$ cat src/rtl/smseq_pkg.sv
package smseq_pkg;
  typedef enum logic [2:0] {
    S_IDLE, S_SEND, S_RECV, S_NACK, S_STOP_RX, S_STOP_NK
  } state_e;

  typedef struct packed {
    logic master;
    logic tx_dir;
    logic data_rdy;
    logic nack;
    logic bus_err;
    logic stall;
    logic busy;
    logic bus_held;
    logic end_busy;
    logic fifo_rdy;
  } flags_t;
endpackage

$ cat src/rtl/smseq_rx_fifo.sv
module smseq_rx_fifo #(
  parameter int DEPTH = 16,
  parameter int CNT_W = $clog2(DEPTH + 1)
) (
  input  logic             clk_i,
  input  logic             rst_ni,
  input  logic             push_i,
  input  logic [7:0]       wdata_i,
  input  logic             pop_i,
  output logic [7:0]       head_o,
  output logic [CNT_W-1:0] cnt_o
);
  localparam int PW = (DEPTH > 1) ? $clog2(DEPTH) : 1;

  logic [7:0]       mem [DEPTH];
  logic [PW-1:0]    wp_q, rp_q;
  logic [CNT_W-1:0] cnt_q;
  logic             do_push, do_pop;

  assign do_push = push_i && (cnt_q != CNT_W'(DEPTH));
  assign do_pop  = pop_i && (cnt_q != '0);

  always_ff @(posedge clk_i) begin
    if (do_push) mem[wp_q] <= wdata_i;
  end

  always_ff @(posedge clk_i or negedge rst_ni) begin
    if (!rst_ni) begin
      wp_q  <= '0;
      rp_q  <= '0;
      cnt_q <= '0;
    end else begin
      if (do_push) wp_q <= (wp_q == PW'(DEPTH - 1)) ? '0 : wp_q + 1'b1;
      if (do_pop)  rp_q <= (rp_q == PW'(DEPTH - 1)) ? '0 : rp_q + 1'b1;
      cnt_q <= cnt_q + CNT_W'(do_push) - CNT_W'(do_pop);
    end
  end

  assign head_o = mem[rp_q];
  assign cnt_o  = cnt_q;
endmodule

$ cat src/rtl/smseq_rx_fill.sv
module smseq_rx_fill #(
  parameter int DEPTH = 16,
  parameter int CNT_W = $clog2(DEPTH + 1)
) (
  input  logic             clk_i,
  input  logic             rst_ni,
  input  logic             start_i,
  input  logic [CNT_W-1:0] thr_i,
  input  logic [CNT_W-1:0] cnt_i,
  output logic             recv_o,
  output logic             done_o
);
  logic [CNT_W-1:0] target, need, rem_q;
  logic             active_q, done_q;

  assign target = (thr_i > CNT_W'(DEPTH)) ? CNT_W'(DEPTH) : thr_i;
  assign need   = (target > cnt_i) ? target - cnt_i : '0;

  always_ff @(posedge clk_i or negedge rst_ni) begin
    if (!rst_ni) begin
      active_q <= 1'b0;
      rem_q    <= '0;
      done_q   <= 1'b0;
    end else begin
      done_q <= (start_i && need == '0) || (!start_i && active_q && rem_q == CNT_W'(1));
      if (start_i) begin
        active_q <= (need != '0);
        rem_q    <= need;
      end else if (active_q) begin
        rem_q <= rem_q - 1'b1;
        if (rem_q == CNT_W'(1)) active_q <= 1'b0;
      end
    end
  end

  assign recv_o = active_q;
  assign done_o = done_q;
endmodule

$ cat src/rtl/smseq_ctrl.sv
module smseq_ctrl
  import smseq_pkg::*;
#(
  parameter int CNT_W = 5
) (
  input  logic             clk_i,
  input  logic             rst_ni,
  input  logic             start_i,
  input  logic             stop_i,
  input  logic             wr_i,
  input  logic [7:0]       wdata_i,
  input  logic             rd_i,
  input  logic             nack_clr_i,
  input  logic             stall_clr_i,
  input  logic             err_clr_i,
  input  logic             held_clr_i,
  input  logic             eob_clr_i,
  input  logic             rdy_clr_i,
  input  logic             stall_en_i,
  input  logic             fifo_mode_i,
  input  logic             bus_free_i,
  input  logic             bus_ack_i,
  input  logic [7:0]       bus_rdata_i,
  input  logic [CNT_W-1:0] fifo_cnt_i,
  input  logic [7:0]       fifo_head_i,
  input  logic             fill_done_i,
  output logic             bus_start_o,
  output logic             bus_send_o,
  output logic             bus_recv_o,
  output logic             bus_end_o,
  output logic             fill_start_o,
  output logic             pop_o,
  output logic [7:0]       rdata_o,
  output flags_t           flags_o,
  output state_e           state_o
);
  flags_t     f_q, f_d;
  state_e     st_q, st_d;
  logic [7:0] sda_q, sda_d;
  logic       do_stop, do_rx;

  always_comb begin
    f_d = f_q;  st_d = st_q;  sda_d = sda_q;
    bus_start_o = 1'b0;  bus_send_o = 1'b0;  bus_recv_o = 1'b0;
    bus_end_o = 1'b0;  fill_start_o = 1'b0;  pop_o = 1'b0;
    do_stop = 1'b0;  do_rx = 1'b0;

    if (err_clr_i)   f_d.bus_err  = 1'b0;
    if (held_clr_i)  f_d.bus_held = 1'b0;
    if (eob_clr_i)   f_d.end_busy = 1'b0;
    if (rdy_clr_i)   f_d.fifo_rdy = 1'b0;
    if (fill_done_i) f_d.data_rdy = 1'b1;

    if (start_i) begin
      if (bus_free_i || st_q != S_IDLE) begin
        f_d.master = 1'b1;  f_d.tx_dir = 1'b1;  f_d.data_rdy = 1'b1;  f_d.busy = 1'b1;
        if (fifo_mode_i) f_d.fifo_rdy = 1'b1;
      end else begin
        f_d.master = 1'b0;  f_d.busy = 1'b0;  f_d.bus_err = 1'b1;
      end
      f_d.bus_held = 1'b1;
      st_d = S_IDLE;
    end else if (stop_i) begin
      if (f_q.master) begin
        unique case (st_q)
          S_RECV, S_STOP_RX: st_d = S_STOP_RX;
          S_NACK:            st_d = S_STOP_NK;
          default:           do_stop = 1'b1;
        endcase
      end
    end else if (wr_i) begin
      if (f_q.master && st_q == S_IDLE) begin
        bus_start_o = 1'b1;
        if (!bus_ack_i) begin
          f_d.tx_dir = !wdata_i[0];  f_d.nack = 1'b1;  f_d.data_rdy = 1'b0;
          st_d = S_NACK;
        end else begin
          f_d.nack   = 1'b0;
          f_d.tx_dir = !wdata_i[0];
          st_d = wdata_i[0] ? S_RECV : S_SEND;
          if (stall_en_i) begin
            f_d.stall = 1'b1;  f_d.data_rdy = 1'b1;
          end else if (wdata_i[0]) begin
            do_rx = 1'b1;
          end else begin
            f_d.data_rdy = 1'b1;
            if (fifo_mode_i) f_d.fifo_rdy = 1'b1;
          end
        end
      end else if (f_q.master && st_q == S_SEND) begin
        bus_send_o = 1'b1;
        if (!bus_ack_i) begin
          f_d.data_rdy = 1'b0;  f_d.nack = 1'b1;  st_d = S_NACK;
        end else begin
          f_d.data_rdy = 1'b1;
          if (fifo_mode_i) f_d.fifo_rdy = 1'b1;
        end
      end
    end else if (rd_i) begin
      if (st_q == S_STOP_RX) begin
        if (fifo_mode_i) begin
          if (fifo_cnt_i <= CNT_W'(1)) do_stop = 1'b1;
          if (fifo_cnt_i != '0) pop_o = 1'b1;
        end else begin
          do_stop = 1'b1;
        end
      end else if (st_q == S_RECV) begin
        if (fifo_mode_i && fifo_cnt_i != '0) pop_o = 1'b1;
        else do_rx = 1'b1;
      end
    end else if (nack_clr_i) begin
      f_d.nack = 1'b0;
      if (st_q == S_STOP_NK) do_stop = 1'b1;
    end else if (stall_clr_i) begin
      f_d.stall = 1'b0;
      if (st_q == S_RECV) do_rx = 1'b1;
    end

    if (do_rx) begin
      if (fifo_mode_i) begin
        fill_start_o = 1'b1;  f_d.data_rdy = 1'b0;
      end else begin
        bus_recv_o = 1'b1;  sda_d = bus_rdata_i;  f_d.data_rdy = 1'b1;
      end
    end
    if (pop_o) sda_d = fifo_head_i;
    if (do_stop) begin
      bus_end_o = 1'b1;
      f_d.master = 1'b0;  f_d.busy = 1'b0;  f_d.end_busy = 1'b1;
      st_d = S_IDLE;
    end
  end

  always_ff @(posedge clk_i or negedge rst_ni) begin
    if (!rst_ni) begin
      f_q   <= '0;
      st_q  <= S_IDLE;
      sda_q <= '0;
    end else begin
      f_q   <= f_d;
      st_q  <= st_d;
      sda_q <= sda_d;
    end
  end

  assign rdata_o = sda_q;
  assign flags_o = f_q;
  assign state_o = st_q;
endmodule

$ cat src/rtl/smbus_master_seq.sv
module smbus_master_seq
  import smseq_pkg::*;
#(
  parameter int FIFO_DEPTH = 16,
  parameter int CNT_W      = $clog2(FIFO_DEPTH + 1)
) (
  input  logic             clk_i,
  input  logic             rst_ni,
  input  logic             start_i,
  input  logic             stop_i,
  input  logic             wr_i,
  input  logic [7:0]       wdata_i,
  input  logic             rd_i,
  output logic [7:0]       rdata_o,
  input  logic             nack_clr_i,
  input  logic             stall_clr_i,
  input  logic             err_clr_i,
  input  logic             held_clr_i,
  input  logic             eob_clr_i,
  input  logic             rdy_clr_i,
  input  logic             stall_en_i,
  input  logic             fifo_mode_i,
  input  logic [CNT_W-1:0] rx_thr_i,
  input  logic             bus_free_i,
  output logic             bus_start_o,
  output logic [6:0]       bus_addr_o,
  output logic             bus_rd_o,
  output logic             bus_send_o,
  output logic [7:0]       bus_wdata_o,
  input  logic             bus_ack_i,
  output logic             bus_recv_o,
  input  logic [7:0]       bus_rdata_i,
  output logic             bus_end_o,
  output logic             master_o,
  output logic             tx_dir_o,
  output logic             data_rdy_o,
  output logic             nack_o,
  output logic             bus_err_o,
  output logic             stall_o,
  output logic             busy_o,
  output logic             bus_held_o,
  output logic             end_busy_o,
  output logic             fifo_rdy_o,
  output logic [CNT_W-1:0] rx_cnt_o
);
  flags_t           flags;
  state_e           st;
  logic             ctrl_recv, fill_recv, fill_start, fill_done, pop;
  logic [7:0]       fifo_head;
  logic [CNT_W-1:0] fifo_cnt;

  smseq_ctrl #(.CNT_W(CNT_W)) u_ctrl (
    .clk_i, .rst_ni, .start_i, .stop_i, .wr_i, .wdata_i, .rd_i,
    .nack_clr_i, .stall_clr_i, .err_clr_i, .held_clr_i, .eob_clr_i, .rdy_clr_i,
    .stall_en_i, .fifo_mode_i, .bus_free_i, .bus_ack_i, .bus_rdata_i,
    .fifo_cnt_i(fifo_cnt), .fifo_head_i(fifo_head), .fill_done_i(fill_done),
    .bus_start_o, .bus_send_o, .bus_recv_o(ctrl_recv), .bus_end_o,
    .fill_start_o(fill_start), .pop_o(pop), .rdata_o,
    .flags_o(flags), .state_o(st)
  );

  smseq_rx_fill #(.DEPTH(FIFO_DEPTH), .CNT_W(CNT_W)) u_fill (
    .clk_i, .rst_ni, .start_i(fill_start), .thr_i(rx_thr_i), .cnt_i(fifo_cnt),
    .recv_o(fill_recv), .done_o(fill_done)
  );

  smseq_rx_fifo #(.DEPTH(FIFO_DEPTH), .CNT_W(CNT_W)) u_fifo (
    .clk_i, .rst_ni, .push_i(fill_recv), .wdata_i(bus_rdata_i), .pop_i(pop),
    .head_o(fifo_head), .cnt_o(fifo_cnt)
  );

  assign bus_recv_o  = ctrl_recv | fill_recv;
  assign bus_addr_o  = wdata_i[7:1];
  assign bus_rd_o    = wdata_i[0];
  assign bus_wdata_o = wdata_i;
  assign rx_cnt_o    = fifo_cnt;

  assign master_o   = flags.master;
  assign tx_dir_o   = flags.tx_dir;
  assign data_rdy_o = flags.data_rdy;
  assign nack_o     = flags.nack;
  assign bus_err_o  = flags.bus_err;
  assign stall_o    = flags.stall;
  assign busy_o     = flags.busy;
  assign bus_held_o = flags.bus_held;
  assign end_busy_o = flags.end_busy;
  assign fifo_rdy_o = flags.fifo_rdy;
endmodule

$ cat config.mk
export PLATFORM = sky130hd
export DESIGN_NAME = smbus_master_seq
export DESIGN_NICKNAME = d
export VERILOG_FILES = /design/src/rtl/smseq_pkg.sv /design/src/rtl/smseq_rx_fifo.sv /design/src/rtl/smseq_rx_fill.sv /design/src/rtl/smseq_ctrl.sv /design/src/rtl/smbus_master_seq.sv
export SDC_FILE = /design/constraint.sdc
export NUM_CORES = 1
export LEC_CHECK = 0
export ABC_AREA = 1
export BUFFER_PORTS_ARGS = -buffer_cell sky130_fd_sc_hd__buf_2
export CORE_ASPECT_RATIO = 1.75
export CORE_UTILIZATION = 55
export DETAILED_ROUTE_END_ITERATION = 8
export PLACE_DENSITY_LB_ADDON = 0.3
export SYNTH_ARGS = -nofsm -noshare
export SYNTH_HDL_FRONTEND = slang
export SYNTH_HIERARCHICAL = 1
export SYNTH_SLANG_ARGS = --single-unit
$ cat constraint.sdc
create_clock -name clk_i -period 3.1 [get_ports clk_i]
set_clock_uncertainty 0.2 [all_clocks]
set_input_delay 0 -clock clk_i [delete_from_list [all_inputs] [get_ports clk_i]]
set_output_delay 0 -clock clk_i [all_outputs]
set_load 0.005 [all_outputs]
==> flow_summary_export.csv, run 1 <==
group,metric,value,unit
status,outcome,"completed",
sta,slew_headroom,34.8,%
logic_synthesis,yosysWarnings,6,
die,dieWidth,96.3,um
logic_synthesis,ys_types,41,
global_routing,grtUsageTotal,26.6,%
die,die_y,167,um
logic_synthesis,synth_fa_ha_area_share,3.25,%
critical_path,cp_common_cell,"nand2_1",
cts,tritoncts,"yes",
critical_path,rrSetupSlack,0.17,ns
global_routing,grt_util_met1,27.6,%
critical_path,crit_family,"buffers and inverters",
critical_path,crit_required,3.21,ns
cells_and_area,drive_gt1_share,15.0,%
die,start_util,55.9,%
cells_and_area,n_antenna_cell,0,
logic_synthesis,seq_area_frac_synth,56.9,%
sta,fmax,0.342,GHz
logic_synthesis,synth-seq-cells,169,
routing,initialDrtViolationCount,516,
placement,io_buffers,58,
sta,finalCritPeriodShare,94.4,%
logic_synthesis,synth_xor_area_share,0.614,%
critical_path,worst-path-buf-inv,4,
routing,drt_first_pass_iters,5,
worst_hold_path,hold_class,"in -> reg",
cts,cts.htree.levels,4,
global_routing,met3_usage,4.98,%
critical_path,cp-start-kind,"register",
critical_path,crit_chain,"inv_1, nor2_2, nand2_1, inv_2, nand4_1, nand2_1, nor2_1, nand2_1, dlygate4sd3_1, nand2_1, dlygate4sd3_1",
sta,timing.final.max_slew_violations,0,
placement,hpwl,13400,um
sta,rsz0062_at_grt,"false",
power_and_ir_drop,p_per_area,736,nW/um^2
die,dieArea,16100,um^2
global_routing,grt_busiest_layer,"met2",
logic_synthesis,syn_area_per_cell,9.10,um^2
global_routing,grt_pass1_wl,31300,um
sta,period_minus_slack,2.93,ns
global_routing,grt_max_degree,42,
die,core_area,15300,um^2
cts,clock_sinks,169,
logic_synthesis,netlist_area,8560,um^2
global_routing,gr-total-overflow,0,
routing,routed_wl,19800,um
die,ios,80,
sta,fin_ws,0.172,ns
routing,wl_per_cell,16.0,um
power_and_ir_drop,power.leakage,4.61,nW
power_and_ir_drop,vdd_ir_drop_max,567,uV
critical_path,reg2reg_from,"u_ctrl/flags_o[9]",
cells_and_area,fin_util,65.3,%
logic_synthesis,synth-compound-area-share,2.63,%
routing,via_per_inst,5.32,
critical_path,slowest_delay,0.55,ns
cells_and_area,final_cell_mix,"nand2_1 (340), edfxtp_1 (128), inv_1 (108), nor2_1 (85), nand3_1 (72)",
routing,ant_nets,0,
critical_path,cp_slowest_cell,"dlygate4sd3_1",
logic_synthesis,synth_simple_gate_area_share,27.9,%
cells_and_area,nets,1096,
cells_and_area,areaGrowthSynthToFinish,16.9,%
logic_synthesis,synth_top_family_by_area,"simple AND/OR/NAND/NOR gates",
routing,vias,6580,
cts,clk_path_buf_depth,2,
logic_synthesis,async_flop_share,24.3,%
placement,gp_congestion,0.908,
logic_synthesis,synth-edff-count,128,
critical_path,critPathCaptureType,"register",
logic_synthesis,synth_flop_cell,"edfxtp_1",
logic_synthesis,muxShareOfSynthArea,0,%
global_routing,grt_pass1_vias,6499,
critical_path,critPathKind,"reg -> reg",
flow_run,drv_cap,0,
critical_path,crit_start,"u_ctrl/flags_o[9]",
routing,drc,0,
sta,worstMarginPinSlew,0.978,ns
logic_synthesis,syn_nets,999,
cts,cts_buffers,17,
cells_and_area,ff_latch_area,4870,um^2
logic_synthesis,syn_inst,941,
cts,insertion_delay,0.43,ns
critical_path,cp.arrival,3.04,ns
sta,hold_viol,0,
cells_and_area,layout_commonest_cell,"nand2_1",
cells_and_area,nFillCells,1234,
global_routing,grt_antenna_before_repair,0,
sta,setup_viol,0,
sta,final.setup.tns,0,ns
cts,clockRootBuffer,"clkbuf_16",
die,placementRows,60,
placement,dp_slack,0.104,ns
global_routing,grt.met2_usage,48.1,%
worst_hold_path,min-delay-start,"rx_thr_i[0]",
cells_and_area,multi_input_comb_area,2950,um^2
critical_path,crit_fanout,6,
cts,path_clk_slew,0.07,ns
## final cells by class
cell class              instances  area share, %
well taps                     186           2.33
clock buffers                  17           4.25
clock inverters                15           2.13
multi-input cells             611           29.5
repair buffers                118           8.48
inverters                     121           4.61
flip-flops and latches        169           48.7
## cells by family after synthesis
group           after synthesis
compound gates               38
xor+xnor                      6
fa+ha+maj                    21
buf+inv                     161
flops                       169
simple gates                546
## worst min-delay path, delay by kind of cell
family                   cells  cell delay (ns)
AO/OA/AOI/OAI                1             0.06
adder cells (fa/ha/maj)      1             0.17
AND/OR/NAND/NOR              3             0.29
buffers and inverters        1             0.10
## flip-flops by register name, summed over array words and instances (netlist names)
name / cells
u_fifo/mem: 128
u_ctrl/flags_o: 10
u_ctrl/rdata_o: 8
u_fifo/cnt_o: 5
u_fill/rem_q: 5
u_fifo/rp_q: 4
u_fifo/wp_q: 4
u_ctrl/state_o: 3
u_fill/done_o: 1
u_fill/recv_o: 1
## power by group
group          total [mW]  internal (mW)  switching (mW)
clock network        2.28           1.37           0.910
registers            2.88           2.65           0.223
logic                2.21          0.790            1.42
total                7.36           4.81            2.55
## cell usage after synthesis (4+ instances only)
library cell  instances  area, um^2
xor2_1                5        43.8
inv_1               109         409
nand3_1              72         360
ha_1                 19         238
nand2_2               7        43.8
buf_2                14        70.1
buf_4                20         150
nand3_2              16         160
edfxtp_1            128        3840
nand4_1               6        37.5
inv_2                 8        30.0
o21ai_0              19        95.1
nand2_1             341        1280
dfrtp_1              41        1030
a21oi_1               4        20.0
nor2_1               86         323
## metrics by stage
step	instances	power [mW]	area [um^2]	hold WS, ns
2_1_floorplan	941	4.46	8560	-0.496
3_3_place_gp	1161	4.99	8920	-0.200
3_5_place_dp	1161	5.03	8920	-0.200
4_1_cts	1236	7.37	9990	0.0161
5_1_grt	1237	7.79	10000	0.0469
6_report	1237	7.36	10000	0.0274
## metal layers
layer  wire length [um]  part of all wire [%]
met1               6940                    35
met2              10900                    55
met3                930                   4.7
met4               1070                   5.4
met5                  0                     0
## what timing repair did
item	4_1_cts	5_1_grt
gates resized for setup	0	5
setup endpoints to repair	0	1
hold buffers	43	0
buffers inserted	0	1
hold endpoints to repair	208	0
## final timing paths
path / cells past startpoint / end
worst max-delay path: 11 / u_ctrl/flags_o[7]
max in group asynchronous: 2 / u_fifo/rp_q[0]
worst min register to register: 2 / u_ctrl/flags_o[3]
min in group asynchronous: 2 / u_ctrl/state_o[2]
worst max register to register: 11 / u_ctrl/flags_o[7]
worst min-delay path: 6 / u_fill/rem_q[4]
Power figures use the tool's default switching activity.
==> inputs of run 2 (changes only) <==
--- a/config.mk
+++ b/config.mk
@@ -7,8 +7,10 @@
 export LEC_CHECK = 0
 export ABC_AREA = 1
 export BUFFER_PORTS_ARGS = -buffer_cell sky130_fd_sc_hd__buf_2
+export CELL_PAD_IN_SITES_DETAIL_PLACEMENT = 0
+export CELL_PAD_IN_SITES_GLOBAL_PLACEMENT = 1
 export CORE_ASPECT_RATIO = 1.75
-export CORE_UTILIZATION = 55
+export CORE_UTILIZATION = 46
 export DETAILED_ROUTE_END_ITERATION = 8
 export PLACE_DENSITY_LB_ADDON = 0.3
 export SYNTH_ARGS = -nofsm -noshare
==> run 2 against run 1 <==
Against the previous run: sequential share of layout area barely moved; core utilization decreased by 10 points; worst hold slack got worse by 0.011 ns; via count down 4.6%; fmax grew 1.2%; wire length up 0.95%; worst setup slack improved by 0.035 ns; clock power down 9.2%; critical endpoint unchanged; die area grew 19%; combinational power fell by 2%.
==> flow_summary_export.csv, run 2 (synthesis results as in run 1) <==
group,metric,value,unit
routing,drc,0,
cells_and_area,layout_commonest_cell,"nand2_1",
die,placementRows,65,
critical_path,crit_required,3.21,ns
cells_and_area,stdcell_count,1287,
global_routing,grtUsageTotal,22.6,%
sta,hold_slack,0.0167,ns
power_and_ir_drop,power.leakage,4.60,nW
routing,via_per_inst,4.88,
cells_and_area,areaGrowthSynthToFinish,17.0,%
placement,io_buffers,58,
routing,ant_nets,0,
cts,path_clk_slew,0.07,ns
cts,clock_sinks,169,
cells_and_area,nets,1098,
critical_path,slowest_delay,0.57,ns
sta,fmax,0.346,GHz
critical_path,critPathKind,"reg -> reg",
cells_and_area,largest_reg_flops,128,
sta,slew_headroom,34.5,%
status,outcome,"completed",
global_routing,grt_pass1_vias,6347,
flow_run,drv_cap,0,
cts,insertion_delay,0.43,ns
cells_and_area,drive_gt1_share,14.6,%
critical_path,crit_fanout,6,
sta,rsz0062_at_grt,"false",
die,dieWidth,105,um
sta,period_minus_slack,2.89,ns
critical_path,crit_cells,10,
cts,cts_buffers,17,
cts,cts.htree.levels,4,
critical_path,cp_slowest_cell,"dlygate4sd3_1",
sta,worstMarginPinSlew,0.982,ns
die,start_util,47.2,%
placement,gp_congestion,0.893,
cells_and_area,final_cell_mix,"nand2_1 (341), edfxtp_1 (128), inv_1 (109), nor2_1 (86), nand3_1 (72)",
die,ios,80,
routing,initialDrtViolationCount,218,
cts,cts-resized-gates,0,
sta,timing.final.max_slew_violations,0,
sta,final.setup.tns,0,ns
critical_path,cp_common_cell,"nand2_1",
routing,drt_first_pass_iters,4,
placement,dp_cells,1212,
cts,clockRootBuffer,"clkbuf_16",
sta,finalCritPeriodShare,93.3,%
global_routing,grt_max_degree,51,
sta,hold_viol,0,
routing,vias,6279,
global_routing,grt_antenna_before_repair,0,
cts,clk_path_buf_depth,2,
cells_and_area,n_antenna_cell,0,
critical_path,cp.arrival,3.01,ns
routing,routed_wl,20000,um
die,die_y,182,um
critical_path,critPathCaptureType,"register",
routing,wl_per_cell,15.5,um
die,dieArea,19200,um^2
critical_path,crit_chain,"nor2_2, nand2_1, inv_2, nand4_1, nand2_1, nor2_1, nand2_1, dlygate4sd3_1, nand2_1, dlygate4sd3_1",
global_routing,gr-total-overflow,0,
critical_path,worst-path-buf-inv,3,
cts,tritoncts,"yes",
die,core_area,18100,um^2
critical_path,ff2ff_path_depth,10,
placement,hpwl,14100,um
power_and_ir_drop,p_per_area,711,nW/um^2
cells_and_area,regMostFlops,"u_fifo/mem",
worst_hold_path,hold_depth,6,
power_and_ir_drop,vdd_ir_drop_max,468,uV
critical_path,crit_family,"buffers and inverters",
critical_path,cp-start-kind,"register",
worst_hold_path,hold_class,"in -> reg",
sta,setup_viol,0,
global_routing,grt_pass1_wl,32600,um
## run 2: changes by cell type in the layout (fill, tap and decap cells not counted), moves of 2 or more
cell / previous run / this run
clkinv_4: 1 / 3
inv_8: 2 / 0
bufinv_16: 4 / 2
buf_4: 17 / 19
## run 2: layer usage
metal	GRT usage (%)	up-vias	wire, um
met1	22.8	2959	7490
met4	10.2	0	527
met5	0	-	0
met2	45.1	95	11500
li1	-	3201	-
met3	2.96	24	448
## run 2: cell type report
cell class | instances | area (um^2)
flip-flops and latches | 169 | 4870
repair buffers | 120 | 863
fillers | 1700 | 8120
well taps | 234 | 293
multi-input cells | 611 | 2950
inverters | 121 | 462
clock buffers | 18 | 429
clock inverters | 14 | 148
## run 2: worst paths after layout
kind / from / end / slack (ns)
hold reg to reg: u_ctrl/rdata_o[5] / u_ctrl/rdata_o[5] / 0.31
setup / recovery: u_ctrl/state_o[2] / u_ctrl/flags_o[7] / 0.21
setup reg to reg: u_ctrl/state_o[2] / u_ctrl/flags_o[7] / 0.21
max in group asynchronous: rst_ni / u_fifo/rp_q[0] / 1.95
hold / removal: rx_thr_i[0] / u_fill/rem_q[0] / 0.02
min in group asynchronous: rst_ni / u_ctrl/flags_o[6] / 0.07
## run 2: tightest hold or removal path: stages
cell,delay [ns]
buf_2,0.10
nand2_1,0.06
ha_1,0.17
inv_1,0.05
nand2_1,0.11
o221ai_1,0.11
## run 2: power breakdown
part	switching, mW	internal [mW]	total [mW]
clock network	0.884	1.19	2.07
logic	1.38	0.778	2.16
registers	0.229	2.65	2.88
## run 2: through the flow
step / cell area (um^2) / power, mW / util (%) / setup WS (ns)
after CTS: 10000 / 7.19 / 55.2 / 0.235
final: 10000 / 7.12 / 55.2 / 0.208
after floorplan: 8560 / 4.46 / - / 0.372
after detailed placement: 9000 / 5.04 / 49.7 / 0.289
after global placement: 9000 / 5.03 / 49.7 / 0.319
after global routing: 10000 / 7.57 / 55.2 / 0.00546
## run 2: what timing repair did
item / in CTS / in global routing
endpoints found under the hold margin: 206 / 0
buffers inserted: 0 / 0
hold buffers: 43 / 0
==> inputs of run 3 (changes only) <==
--- a/config.mk
+++ b/config.mk
@@ -12,7 +12,7 @@
 export CORE_ASPECT_RATIO = 1.75
 export CORE_UTILIZATION = 46
 export DETAILED_ROUTE_END_ITERATION = 8
-export PLACE_DENSITY_LB_ADDON = 0.3
+export PLACE_DENSITY = 0.86
 export SYNTH_ARGS = -nofsm -noshare
 export SYNTH_HDL_FRONTEND = slang
 export SYNTH_HIERARCHICAL = 1
==> run 3 against run 2 <==
Against the previous run: register-to-register slack worse by 0.03 ns; clock power decreased by 6%; first-iteration DRC count rose by 28%; highest routed layer unchanged; worst setup slack lost 0.026 ns; sequential share of layout area increased by 0.13 points.
==> flow_summary_export.csv, run 3 (synthesis results as in run 1) <==
group,metric,value,unit
routing,vias,6345,
sta,rsz0062_at_grt,"false",
sta,fmax,0.343,GHz
power_and_ir_drop,power_frac_comb,31.9,%
cells_and_area,regMostFlops,"u_fifo/mem",
cells_and_area,areaGrowthSynthToFinish,16.7,%
cells_and_area,layout_commonest_cell,"nand2_1",
global_routing,grt_pass1_wl,32900,um
critical_path,crit_fanout,3,
power_and_ir_drop,power_frac_clock,27.5,%
sta,setup_viol,0,
power_and_ir_drop,switchingPower,2.57,mW
global_routing,gr-total-overflow,0,
sta,timing.final.max_slew_violations,0,
sta,hold_viol,0,
placement,gp_congestion,0.914,
sta,slew_headroom,34.1,%
cts,cts.htree.levels,4,
routing,drc,0,
routing,drt_first_pass_iters,5,
die,dieArea,19200,um^2
cells_and_area,final_cell_mix,"nand2_1 (341), edfxtp_1 (128), inv_1 (108), nor2_1 (84), nand3_1 (72)",
power_and_ir_drop,p_per_area,705,nW/um^2
critical_path,critPathCaptureType,"register",
sta,finalCritPeriodShare,94.2,%
flow_run,drv_cap,0,
cts,cts_buffers,17,
global_routing,grt_max_degree,84,
die,start_util,47.2,%
routing,via_per_inst,4.93,
power_and_ir_drop,vdd_ir_drop_max,449,uV
status,outcome,"completed",
global_routing,grt_antenna_before_repair,0,
sta,worstMarginPinSlew,0.988,ns
worst_hold_path,hold_class,"in -> reg",
critical_path,cp.arrival,3.04,ns
global_routing,grt_pass1_vias,6413,
cts,clk_path_buf_depth,2,
placement,hpwl,14300,um
cts,post_cts_buffers,0,
routing,initialDrtViolationCount,279,
placement,io_buffers,58,
power_and_ir_drop,power.leakage,4.56,nW
cts,clock_sinks,169,
cts,path_clk_slew,0.07,ns
power_and_ir_drop,power_frac_seq,40.6,%
global_routing,grtUsageTotal,22.9,%
routing,wl_per_cell,16.0,um
critical_path,critPathKind,"reg -> reg",
routing,routed_wl,20600,um
sta,final.setup.tns,0,ns
cells_and_area,n_antenna_cell,0,
cts,tritoncts,"yes",
cts,clockRootBuffer,"clkbuf_16",
power_and_ir_drop,swShare,36.5,%
cells_and_area,largest_reg_flops,128,
die,dieWidth,105,um
die,placementRows,65,
die,die_y,182,um
cells_and_area,nets,1098,
power_and_ir_drop,totalPowerFinal,7.04,mW
cells_and_area,drive_gt1_share,14.8,%
critical_path,crit_required,3.22,ns
die,ios,80,
sta,period_minus_slack,2.92,ns
critical_path,cp-start-kind,"register",
die,core_area,18100,um^2
cts,insertion_delay,0.43,ns
cells_and_area,fin_util,55.1,%
routing,ant_nets,0,
power_and_ir_drop,p_int,4.47,mW
-- run 3: cell types whose count changed in the layout (fill, tap and decap cells not counted), sizes merged --
cell / change
buf: -1
bufinv: -2
clkinv: -1
clkinvlp: +3
dlygate4sd3: +1
-- run 3: stage by stage --
stage / setup slack [ns] / hold slack (ns) / cells / area, um^2
2_1_floorplan: 0.372 / -0.496 / 941 / 8560
3_3_place_gp: 0.215 / -0.200 / 1211 / 9010
3_5_place_dp: 0.142 / -0.200 / 1211 / 9010
4_1_cts: 0.0903 / 0.00642 / 1287 / 9980
5_1_grt: 0.0189 / 0.0735 / 1287 / 9990
6_report: 0.181 / 0.0204 / 1287 / 9990
-- run 3: area by class of cell --
type / instances / area (um^2)
multi-input combinational: 611 / 2950
sequential: 169 / 4870
inverter: 121 / 462
clock inverter: 14 / 101
tap: 234 / 293
timing repair buffer: 120 / 878
clock buffer: 18 / 429
fill: 1604 / 8150
-- run 3: final timing paths --
kind                                   start                 to  slack, ns  cells after the start
hold reg to reg            u_ctrl/flags_o[3]  u_ctrl/flags_o[3]       0.27                      2
setup / recovery               u_fill/done_o  u_ctrl/flags_o[7]       0.18                      9
min in group asynchronous             rst_ni  u_ctrl/flags_o[8]       0.06                      2
hold / removal                   rx_thr_i[0]    u_fill/rem_q[0]       0.02                      6
setup reg to reg               u_fill/done_o  u_ctrl/flags_o[7]       0.18                      9
max in group asynchronous             rst_ni     u_fifo/rp_q[0]       1.95                      2
-- run 3: repair_timing --
item                                    CTS  global route
endpoints found under the setup margin    0             2
gates resized for setup                   0             3
hold buffers                             44             0
endpoints found under the hold margin   207             0
-- run 3: per-layer routing --
layer | share of wire, % | track usage [%]
met4 | 3.5 | 10.8
met2 | 56 | 43.4
met3 | 3.0 | 4.04
met1 | 38 | 24.2
met5 | 0 | 0
-- run 3: worst max-delay path: stages, from the launching register on --
cell and delay [ns]:
dfrtp_1 0.38, nor2_2 0.24, inv_1 0.09, a21oi_1 0.12
dlygate4sd3_1 0.55, nand2_1 0.04, dlygate4sd3_1 0.56, nand2_1 0.06
dlygate4sd3_1 0.54, nand2_1 0.05
-- run 3: power groups by stage --
stage / combinational [mW] / clock [mW] / sequential [mW]
6_report: 2.25 / 1.94 / 2.86
5_1_grt: 2.52 / 2.07 / 2.89
4_1_cts: 2.25 / 1.97 / 2.85
3_5_place_dp: 2.18 / 0 / 2.90
3_3_place_gp: 2.15 / 0 / 2.90
2_1_floorplan: 1.60 / 0 / 2.86
